**config.mk**
```make
export PLATFORM = sky130hd
export DESIGN_NAME = kpd_hex_entry
export DESIGN_NICKNAME = d
export VERILOG_FILES = /design/src/rtl/kpd_pkg.sv /design/src/rtl/kpd_sync.sv /design/src/rtl/kpd_scan.sv /design/src/rtl/kpd_digit_shift.sv /design/src/rtl/kpd_disp_mux.sv /design/src/rtl/kpd_hex_entry.sv
export SDC_FILE = /design/constraint.sdc
export NUM_CORES = 1
export LEC_CHECK = 0
export ABC_AREA = 1
export BUFFER_PORTS_ARGS = -buffer_cell sky130_fd_sc_hd__buf_2
export CAP_MARGIN = 20
export CORE_MARGIN = 2
export CORE_UTILIZATION = 62
export CTS_CLUSTER_DIAMETER = 30
export DETAILED_ROUTE_END_ITERATION = 7
export HOLD_SLACK_MARGIN = 0.12
export PLACE_DENSITY = 0.8
export SYNTH_ARGS = -nofsm -noshare
export SYNTH_HDL_FRONTEND = slang
export SYNTH_SLANG_ARGS = --single-unit
```
**constraint.sdc**
```tcl
create_clock -name clk -period 7.5 [get_ports clk]
set_input_delay 1.5 -clock clk [delete_from_list [all_inputs] [get_ports clk]]
set_output_delay 1.5 -clock clk [all_outputs]
set_load 0.1 [all_outputs]
```
**src/rtl/kpd_pkg.sv**
```systemverilog
package kpd_pkg;

  typedef enum logic [1:0] {
    ST_SCAN  = 2'd0,
    ST_PRESS = 2'd1,
    ST_HELD  = 2'd2,
    ST_REL   = 2'd3
  } scan_st_e;

  // Position of the first low line counted from the MSB: 0111 -> 0 ... 1110 -> 3.
  function automatic logic [1:0] low_pos(input logic [3:0] v);
    logic [1:0] p;
    if (!v[3])      p = 2'd0;
    else if (!v[2]) p = 2'd1;
    else if (!v[1]) p = 2'd2;
    else            p = 2'd3;
    return p;
  endfunction

  // Active-low segment pattern {dp,g,f,e,d,c,b,a}, decimal point off.
  function automatic logic [7:0] hex_to_seg(input logic [3:0] v);
    logic [7:0] s;
    case (v)
      4'h0: s = 8'hC0;
      4'h1: s = 8'hF9;
      4'h2: s = 8'hA4;
      4'h3: s = 8'hB0;
      4'h4: s = 8'h99;
      4'h5: s = 8'h92;
      4'h6: s = 8'h82;
      4'h7: s = 8'hF8;
      4'h8: s = 8'h80;
      4'h9: s = 8'h98;
      4'hA: s = 8'h88;
      4'hB: s = 8'h83;
      4'hC: s = 8'hC6;
      4'hD: s = 8'hA1;
      4'hE: s = 8'h86;
      default: s = 8'h8E;
    endcase
    return s;
  endfunction

endpackage

```
**src/rtl/kpd_sync.sv**
```systemverilog
module kpd_sync #(
  parameter int W = 4,
  parameter logic [W-1:0] RST_VAL = '1
) (
  input  logic         clk,
  input  logic         rst_n,
  input  logic [W-1:0] d,
  output logic [W-1:0] q
);
  logic [W-1:0] s1_q;
  logic [W-1:0] s2_q;

  always_ff @(posedge clk or negedge rst_n) begin
    if (!rst_n) begin
      s1_q <= RST_VAL;
      s2_q <= RST_VAL;
    end else begin
      s1_q <= d;
      s2_q <= s1_q;
    end
  end

  assign q = s2_q;
endmodule

```
**src/rtl/kpd_scan.sv**
```systemverilog
module kpd_scan
  import kpd_pkg::*;
#(
  parameter int SCAN_DIV = 50000,
  parameter int DEB_CYC  = 500000
) (
  input  logic       clk,
  input  logic       rst_n,
  input  logic [3:0] row_s,
  output logic [3:0] col_n,
  output logic       key_hit,
  output logic [3:0] key_code
);
  localparam int DIV_W = (SCAN_DIV > 1) ? $clog2(SCAN_DIV) : 1;
  localparam int DEB_W = (DEB_CYC > 1) ? $clog2(DEB_CYC) : 1;
  localparam logic [DIV_W-1:0] DIV_LAST = DIV_W'(SCAN_DIV - 1);
  localparam logic [DEB_W-1:0] DEB_LAST = DEB_W'(DEB_CYC - 1);

  scan_st_e         st_q, st_d;
  logic [DIV_W-1:0] div_q, div_d;
  logic [DEB_W-1:0] deb_q, deb_d;
  logic [3:0]       col_q, col_d;
  logic [1:0]       row_q, row_d;
  logic             hit_q, hit_d;
  logic [3:0]       code_q, code_d;
  logic             tick;
  logic             any_low;
  logic [3:0]       col_next;

  assign tick     = (div_q == DIV_LAST);
  assign any_low  = (row_s != 4'hF);
  assign col_next = {col_q[2:0], col_q[3]};

  always_comb begin
    st_d   = st_q;
    div_d  = tick ? '0 : div_q + 1'b1;
    deb_d  = deb_q;
    col_d  = col_q;
    row_d  = row_q;
    hit_d  = 1'b0;
    code_d = code_q;
    case (st_q)
      ST_SCAN: begin
        if (tick) begin
          if (any_low) begin
            row_d = low_pos(row_s);
            deb_d = '0;
            st_d  = ST_PRESS;
          end else begin
            col_d = col_next;
          end
        end
      end
      ST_PRESS: begin
        if (!row_s[2'd3 - row_q]) begin
          if (deb_q == DEB_LAST) begin
            hit_d  = 1'b1;
            code_d = {low_pos(col_q), row_q};
            st_d   = ST_HELD;
          end else begin
            deb_d = deb_q + 1'b1;
          end
        end else begin
          st_d = ST_SCAN;
        end
      end
      ST_HELD: begin
        if (!any_low) begin
          deb_d = '0;
          st_d  = ST_REL;
        end
      end
      default: begin
        if (tick) col_d = col_next;
        if (any_low) begin
          deb_d = '0;
        end else if (deb_q == DEB_LAST) begin
          st_d = ST_SCAN;
        end else begin
          deb_d = deb_q + 1'b1;
        end
      end
    endcase
  end

  always_ff @(posedge clk or negedge rst_n) begin
    if (!rst_n) begin
      st_q   <= ST_SCAN;
      div_q  <= '0;
      deb_q  <= '0;
      col_q  <= 4'b1110;
      row_q  <= '0;
      hit_q  <= 1'b0;
      code_q <= '0;
    end else begin
      st_q   <= st_d;
      div_q  <= div_d;
      deb_q  <= deb_d;
      col_q  <= col_d;
      row_q  <= row_d;
      hit_q  <= hit_d;
      code_q <= code_d;
    end
  end

  assign col_n    = col_q;
  assign key_hit  = hit_q;
  assign key_code = code_q;


  col_onehot_chk: assert property (@(posedge clk) disable iff (!rst_n)
    $onehot(~col_q));


  col_frozen_chk: assert property (@(posedge clk) disable iff (!rst_n)
    (st_q == ST_HELD || st_q == ST_PRESS) |=> ((st_q != ST_HELD && st_q != ST_PRESS) || $stable(col_q)));


  single_hit_chk: assert property (@(posedge clk) disable iff (!rst_n)
    hit_q |-> (st_q != ST_PRESS && st_q != ST_SCAN));
endmodule

```
**src/rtl/kpd_digit_shift.sv**
```systemverilog
module kpd_digit_shift #(
  parameter int NDIG = 8
) (
  input  logic            clk,
  input  logic            rst_n,
  input  logic            shift_en,
  input  logic [3:0]      din,
  output logic [NDIG*4-1:0] digits
);
  localparam int DW = NDIG * 4;

  logic [DW-1:0] dig_q, dig_d;

  always_comb begin
    dig_d = dig_q;
    if (shift_en) dig_d = {dig_q[DW-5:0], din};
  end

  always_ff @(posedge clk or negedge rst_n) begin
    if (!rst_n) dig_q <= '0;
    else        dig_q <= dig_d;
  end

  assign digits = dig_q;


  hold_when_idle_chk: assert property (@(posedge clk) disable iff (!rst_n)
    !shift_en |=> $stable(dig_q));


  new_digit_right_chk: assert property (@(posedge clk) disable iff (!rst_n)
    shift_en |=> (dig_q[3:0] == $past(din)));
endmodule

```
**src/rtl/kpd_disp_mux.sv**
```systemverilog
module kpd_disp_mux
  import kpd_pkg::*;
#(
  parameter int NDIG        = 8,
  parameter int REFRESH_DIV = 50000
) (
  input  logic              clk,
  input  logic              rst_n,
  input  logic [NDIG*4-1:0] digits,
  output logic [NDIG-1:0]   an_n,
  output logic [7:0]        seg_n
);
  localparam int SEL_W = (NDIG > 1) ? $clog2(NDIG) : 1;
  localparam int RF_W  = (REFRESH_DIV > 1) ? $clog2(REFRESH_DIV) : 1;
  localparam logic [RF_W-1:0]  RF_LAST  = RF_W'(REFRESH_DIV - 1);
  localparam logic [SEL_W-1:0] SEL_LAST = SEL_W'(NDIG - 1);

  logic [RF_W-1:0]  rf_q, rf_d;
  logic [SEL_W-1:0] sel_q, sel_d;
  logic             step;
  logic [3:0]       cur_dig;

  assign step = (rf_q == RF_LAST);

  always_comb begin
    rf_d  = step ? '0 : rf_q + 1'b1;
    sel_d = sel_q;
    if (step) sel_d = (sel_q == SEL_LAST) ? '0 : sel_q + 1'b1;
  end

  always_ff @(posedge clk or negedge rst_n) begin
    if (!rst_n) begin
      rf_q  <= '0;
      sel_q <= '0;
    end else begin
      rf_q  <= rf_d;
      sel_q <= sel_d;
    end
  end

  for (genvar i = 0; i < NDIG; i++) begin : g_en
    assign an_n[i] = (sel_q != SEL_W'(i));
  end

  assign cur_dig = digits[sel_q*4 +: 4];
  assign seg_n   = hex_to_seg(cur_dig);


  enable_onehot_chk: assert property (@(posedge clk) disable iff (!rst_n)
    $onehot(~an_n));


  dp_off_chk: assert property (@(posedge clk) disable iff (!rst_n)
    seg_n[7]);


  enable_hold_chk: assert property (@(posedge clk) disable iff (!rst_n)
    !step |=> $stable(an_n));
endmodule

```
**src/rtl/kpd_hex_entry.sv**
```systemverilog
module kpd_hex_entry #(
  parameter int NDIG        = 8,
  parameter int SCAN_DIV    = 50000,
  parameter int DEB_CYC     = 500000,
  parameter int REFRESH_DIV = 50000
) (
  input  logic            clk,
  input  logic            rst_n,
  input  logic [3:0]      row_n,
  output logic [3:0]      col_n,
  output logic [NDIG-1:0] an_n,
  output logic [7:0]      seg_n
);
  logic              rst_s_n;
  logic [3:0]        row_s;
  logic              hit;
  logic [3:0]        code;
  logic [NDIG*4-1:0] digits;

  kpd_sync #(.W(1), .RST_VAL(1'b0)) u_rst_sync (
    .clk   (clk),
    .rst_n (rst_n),
    .d     (1'b1),
    .q     (rst_s_n)
  );

  kpd_sync #(.W(4), .RST_VAL(4'hF)) u_row_sync (
    .clk   (clk),
    .rst_n (rst_s_n),
    .d     (row_n),
    .q     (row_s)
  );

  kpd_scan #(.SCAN_DIV(SCAN_DIV), .DEB_CYC(DEB_CYC)) u_scan (
    .clk      (clk),
    .rst_n    (rst_s_n),
    .row_s    (row_s),
    .col_n    (col_n),
    .key_hit  (hit),
    .key_code (code)
  );

  kpd_digit_shift #(.NDIG(NDIG)) u_shift (
    .clk      (clk),
    .rst_n    (rst_s_n),
    .shift_en (hit),
    .din      (code),
    .digits   (digits)
  );

  kpd_disp_mux #(.NDIG(NDIG), .REFRESH_DIV(REFRESH_DIV)) u_disp (
    .clk    (clk),
    .rst_n  (rst_s_n),
    .digits (digits),
    .an_n   (an_n),
    .seg_n  (seg_n)
  );
endmodule

```
==> reports/metrics.csv, run 1 <==
metric,value,unit
outcome,finished clean,
drt pass-1 iters,5,
vias in the first global route,5063,
Area Growth Syn to Fin,5.71,%
grt ovf,0,
"Seq/Total Area, Yosys",0.444,
"Distinct cells, synth",39,
Main synth FF type,dfrtp_1,
Max-Slew Margin vs Limit,0.376,
Worst EP arrival,3.12,ns
global-route wire length before repair,21700,µm
# setup viols final,0,
worst-skew pair later-pin latency,0.37,ns
Power per Cell Area,144,nW/µm²
dpl ws,3.34,ns
Worst R2R Setup Slack,5.24,ns
"Clk pin slew, worst setup/hold paths",0.11,ns
worst hold margin,0.301,ns
Peak VDD IR,0.133,mV
Hold WC Path Type,reg -> async,
Vias/cell,5.42,
Core Footprint,9730,µm²
post-placement cell count,962,
CTS Buf Count,9,
worst r2r src,u_scan.st_q[1],
"Hold Vio Cnt, Final",0,
share of post-route cells with drive strength above 1,0.107,
Detailed Route Iter0 Violations,297,
reg-to-reg endpoint,u_scan.deb_q[1],
placed cell area,6350,µm²
Final Wtd Congestion,0.916,
postcts setup bufs,0,
clock period minus worst slack,4.62,ns
Post-DP HPWL,8770,µm
total wire length,12100,µm
Initial Util,0.635,
fin cells,978,
Worst EP required,6.00,ns
CP Launch Type,flip-flop,
Tot GR Track Use,0.239,
period utilization,0.617,
Synth async-reset ratio,1.00,
antenna violations before repair,0,
TritonCTS sink count,109,
skew final,0.00880,ns
Synth Register Bits,109,
Highest Clock Rate,216,MHz
DIE WIDTH,104,µm
Worst Max-Slew Pin Slew,0.936,ns
cts hold-fix bufs,0,
Mapped Area,6180,µm²
Mapped Cells,827,
max_cap viols,0,
Ports,26,
CTS tree,yes,
"Design Area, Final",6530,µm²
Rows,36,
FF-to-FF path depth,10,
Synth Area per Inst,7.47,µm²
fin nets,864,
Die Y,104,µm
Residual DRC,0,
PnR worst setup slack,2.88,ns
Antenna Cells,0,
Routed WL per cell,12.4,µm
largest net degree at the start of global routing,71,
Slew Limit Fails,0,
setup_tns,0,ns
number of buffers added on ports,24,
die footprint,10800,µm²
Crit. End Element,output port,
Root Driver,clkbuf_8,
post_cts resized,0,
"commonest non-fill, non-tap cell in the layout",nand2_1,
crit path max fanout,34,
post-route total power,0.943,mW
clock buffer depth,2,
vias post-DR,5298,
Pleak,3.31,nW
most frequent cells in the layout,"240 x nand2_1, 106 x inv_1, 97 x dfrtp_1, 72 x nor2_1, 62 x nand3_1",
YS warnings,0,
htree depth,3,
RSZ-0062 raised after global routing,no,
crit path kind,reg -> out,
Post-synth EDFFs,0,
final core utilization,0.671,
Routed Antenna Nets,0,
## Yosys cell counts, types with 11 or more instances
| cell type | instances | area [µm²] |
|---|---|---|
| xor2_1 | 11 | 96.3 |
| nand2_1 | 240 | 901 |
| dfstp_2 | 11 | 289 |
| nor3_1 | 11 | 55.1 |
| inv_1 | 106 | 398 |
| nor2_1 | 72 | 270 |
| o21ai_0 | 38 | 190 |
| ha_1 | 18 | 225 |
| a21oi_1 | 26 | 130 |
| o21ai_1 | 14 | 70.1 |
| nor2_2 | 12 | 75.1 |
| nand4_1 | 35 | 219 |
| dfrtp_1 | 98 | 2450 |
| nand3_1 | 62 | 310 |
## critical path, cell delays in order (launching register included)
cell,delay (ns)
dfrtp_1,0.97
nand2_1,0.13
o211ai_1,0.14
nand2_1,0.08
o21ai_1,0.35
ha_1,0.29
inv_1,0.10
o21ai_1,0.15
nand2_1,0.07
nand2_1,0.06
buf_2,0.42
## area by class of cell
cell class / instances / area, µm²
Clock inverter: 7 / 56.3
Clock buffer: 9 / 124
Sequential cell: 109 / 2750
Multi-Input combinational cell: 579 / 2870
Timing Repair Buffer: 26 / 135
Inverter: 115 / 432
Tap cell: 133 / 166
Fill cell: 876 / 3200
## layer usage
| layer | up-vias | track usage | routed length (µm) |
|---|---|---|---|
| met5 | - | 0 | 0 |
| met4 | 0 | 0.0792 | 206 |
| met3 | 23 | 0.0478 | 476 |
| met2 | 119 | 0.411 | 5920 |
| met1 | 2495 | 0.302 | 5550 |
| li1 | 2661 | - | - |
## report_power, final
group	internal, mW	leakage (nW)	switching, mW
Sequential	0.592	1.46	0.00499
Clock	0.126	0.0963	0.207
Combinational	0.00180	1.75	0.0111
Total	0.720	3.31	0.223
## cell families after synthesis
kind of cell             synth area share
XOR/XNOR                           0.0213
flip-flops                          0.444
other                            0.000607
AND/OR/NAND/NOR                     0.318
multiplexers                      0.00547
buffers and inverters              0.0920
AO/OA/AOI/OAI                      0.0822
adder cells (fa/ha/maj)            0.0365
## registers in the layout, summed over array words and instances (netlist names)
register         cells
u_shift.digits      32
u_scan.key_hit       1
u_scan.col_n         4
u_scan.key_code      4
u_scan.deb_q        19
u_disp.sel_q         3
u_row_sync.q         4
u_row_sync.s1_q      4
u_rst_sync.s1_q      1
u_scan.div_q        16
u_disp.rf_q         16
u_rst_sync.q         1
u_scan.st_q          2
u_scan.row_q         2
## worst max path at each step
stage                         start       end  cells past startpoint
CTS                 u_disp.sel_q[0]  seg_n[0]                     10
floorplan           u_disp.sel_q[0]  seg_n[5]                      8
global route        u_disp.sel_q[0]  seg_n[0]                     10
detailed placement  u_disp.sel_q[0]  seg_n[0]                     10
global placement    u_disp.sel_q[0]  seg_n[0]                     10
finish              u_disp.sel_q[0]  seg_n[0]                     10
Power figures use the tool's default switching activity.
==> run 2, diff against run 1 <==
- ABC_AREA: 1 -> 0
- CORE_UTILIZATION: 62 -> 55
- PLACE_DENSITY: 0.8 -> 0.75
- clock period: 7.5 -> 4.2 ns (I/O delays scaled with it)
==> run 2 against run 1 <==
Cell area shrank 9.3%. Die area fell by 1.1%. Synthesized cell count fell by 43%. Final cell count down 35%. Setup slack got worse by 2.7 ns. Sequential share of layout area grew 4.3 points. First-iteration DRC count is 50% lower. Register-to-register slack worse by 3.7 ns. Largest power group unchanged. Highest routed layer unchanged.
==> reports/metrics.csv, run 2 <==
metric,value,unit
outcome,finished clean,
Peak VDD IR,0.208,mV
postcts setup bufs,0,
Synth async-reset ratio,1.00,
CP Launch Type,flip-flop,
share of post-route cells with drive strength above 1,0.224,
post-route total power,1.81,mW
Antenna Cells,0,
period utilization,0.960,
Residual DRC,0,
number of buffers added on ports,24,
sequential power share,0.591,
crit path max fanout,11,
Tot GR Track Use,0.189,
GRT busiest layer,met2,
dpl ws,0.426,ns
Final Wtd Congestion,0.790,
Synth Register Bits,109,
Core Footprint,9680,µm²
clock period minus worst slack,4.03,ns
Global Route met3 Usage,0.0383,
Pleak,2.68,nW
DIE WIDTH,103,µm
Worst EP arrival,3.19,ns
Highest Clock Rate,248,MHz
Synth Area in XOR/XNOR,0.0420,
placed cell area,5660,µm²
Switching Fraction,0.208,
CP max stage cell,dfrtp_2,
YS warnings,0,
setup_tns,0,ns
CTS tree,yes,
Max-Slew Margin vs Limit,0.380,
share of the synthesized area in the top cell type,0.453,
antenna violations before repair,0,
Post-synth top cells,"98 x dfrtp_1, 39 x mux2_2, 32 x nand2_1",
worst hold margin,0.242,ns
Rows,36,
Die Y,103,µm
skew final,0.0129,ns
Ports,26,
crit path kind,reg -> out,
Synth Area per Inst,11.4,µm²
"commonest non-fill, non-tap cell in the layout",dfrtp_1,
vias post-DR,3675,
global-route wire length before repair,16100,µm
"Seq/Total Area, Yosys",0.506,
post-synthesis simple-gate area fraction,0.152,
largest delay contributor family on the critical path,multiplexers,
ranking of synthesized cells by area,"dfrtp_1 45%, mux2_2 8.1%, dfstp_2 5.3%, ha_1 4.2%, mux4_2 3.7%",
mux cell area share after synthesis,0.133,
largest stage delay on the critical path,0.57,ns
"Clk pin slew, worst setup/hold paths",0.10,ns
Hold WC Path Type,in -> async,
Root Driver,clkbuf_8,
Initial Util,0.559,
Area Growth Syn to Fin,9.28,%
Mapped Area,5420,µm²
compound-gate portion of the synthesized area,0.0954,
max_cap viols,0,
die footprint,10700,µm²
worst-skew pair later-pin latency,0.36,ns
net switching power,0.378,mW
max FFs per register,32,
met1 usage,0.258,
most frequent cells in the layout,"96 x dfrtp_1, 39 x mux2_2, 32 x nand2_1, 25 x nor2_1, 24 x buf_2",
vias in the first global route,3498,
met2 Use GR,0.312,
dominant cell by count in the synthesized netlist,dfrtp_1,
clock power share,0.400,
Main synth FF type,dfrtp_1,
Power per Cell Area,306,nW/µm²
Routed WL per cell,14.7,µm
htree depth,3,
drt pass-1 iters,4,
Vias/cell,5.81,
CP Cell Sequence,mux4_2 -> mux2i_1 -> ha_1 -> nor2_1 -> a211oi_1 -> a211oi_2 -> buf_2,
"Design Area, Final",5920,µm²
fin nets,519,
buffers plus inverters on the worst setup path,1,
largest family of logic cells by synthesized area,simple AND/OR/NAND/NOR gates,
grt ovf,0,
Detailed Route Iter0 Violations,149,
RSZ-0062 raised after global routing,no,
Post-Synth Adder-Cell Area,0.0416,
Post-synth EDFFs,0,
total wire length,9280,µm
Post-DP HPWL,6340,µm
Mapped Cells,475,
Worst Max-Slew Pin Slew,0.930,ns
post-synth top area cell,dfrtp_1,
Routed Antenna Nets,0,
Worst EP required,3.36,ns
clock buffer depth,2,
PnR worst setup slack,0.168,ns
Crit. End Element,output port,
CTS Buf Count,9,
TritonCTS sink count,109,
"Hold Vio Cnt, Final",0,
"Distinct cells, synth",52,
Pint,1.44,mW
# setup viols final,0,
Logic pwr share,0.008,
largest net degree at the start of global routing,77,
Slew Limit Fails,0,
run 2: what timing repair did:
action	in CTS	in global routing
setup endpoints to repair	0	6
hold buffers	0	0
gates resized for setup	0	1
run 2: through the flow:
stage / instances / utilization
global placement: 615 / 0.584
floorplan: 476 / -
finish: 633 / 0.611
global route: 633 / 0.611
CTS: 631 / 0.609
detailed placement: 615 / 0.584
run 2: cell families (layout without fill, tap and decap cells):
group / count (synthesis) / after routing
AOI/OAI and AO/OA: 77 / 77
xor gates and xnor gates: 26 / 26
adders and majority gates: 18 / 18
buffers and inverters: 39 / 63
DFF: 109 / 109
muxes: 56 / 56
other: 1 / 2
and+or+nand+nor: 149 / 149
run 2: final timing paths:
| kind | cells after the start | slack (ns) | to | start |
|---|---|---|---|---|
| max in group asynchronous | 1 | 2.77 | u_disp.sel_q[0] | u_rst_sync.q |
| hold / removal | 1 | 0.24 | u_rst_sync.s1_q | rst_n |
| setup / recovery | 7 | 0.17 | seg_n[3] | u_disp.sel_q[0] |
| setup reg to reg | 7 | 1.57 | u_scan.deb_q[6] | u_scan.div_q[0] |
| hold reg to reg | 0 | 0.36 | u_row_sync.q[0] | u_row_sync.s1_q[0] |
| min in group clk | 0 | 0.36 | u_row_sync.q[0] | u_row_sync.s1_q[0] |
run 2: power groups by stage:
stage	clock [mW]	combinational, mW	sequential (mW)
after floorplan	0	0.00683	1.09
after global placement	0	0.0155	1.09
after detailed placement	0	0.0162	1.09
after CTS	0.747	0.0161	1.07
after global routing	0.792	0.0179	1.08
final	0.726	0.0153	1.07
run 2: area by class of cell:
cell class              instances  area, µm²
repair buffers                 28        158
fillers                       773       3760
flip-flops and latches        109       2750
inverters                      19       71.3
clock inverters                 5       86.3
clock buffers                  11        151
well taps                     133        166
multi-input cells             328       2540
run 2: layer usage:
metal / wire, µm / up-vias / share of wire
li1: - / 1774 / -
met1: 4350 / 1833 / 0.47
met2: 4600 / 61 / 0.50
met3: 272 / 7 / 0.029
met4: 62 / 0 / 0.0067
met5: 0 / - / 0
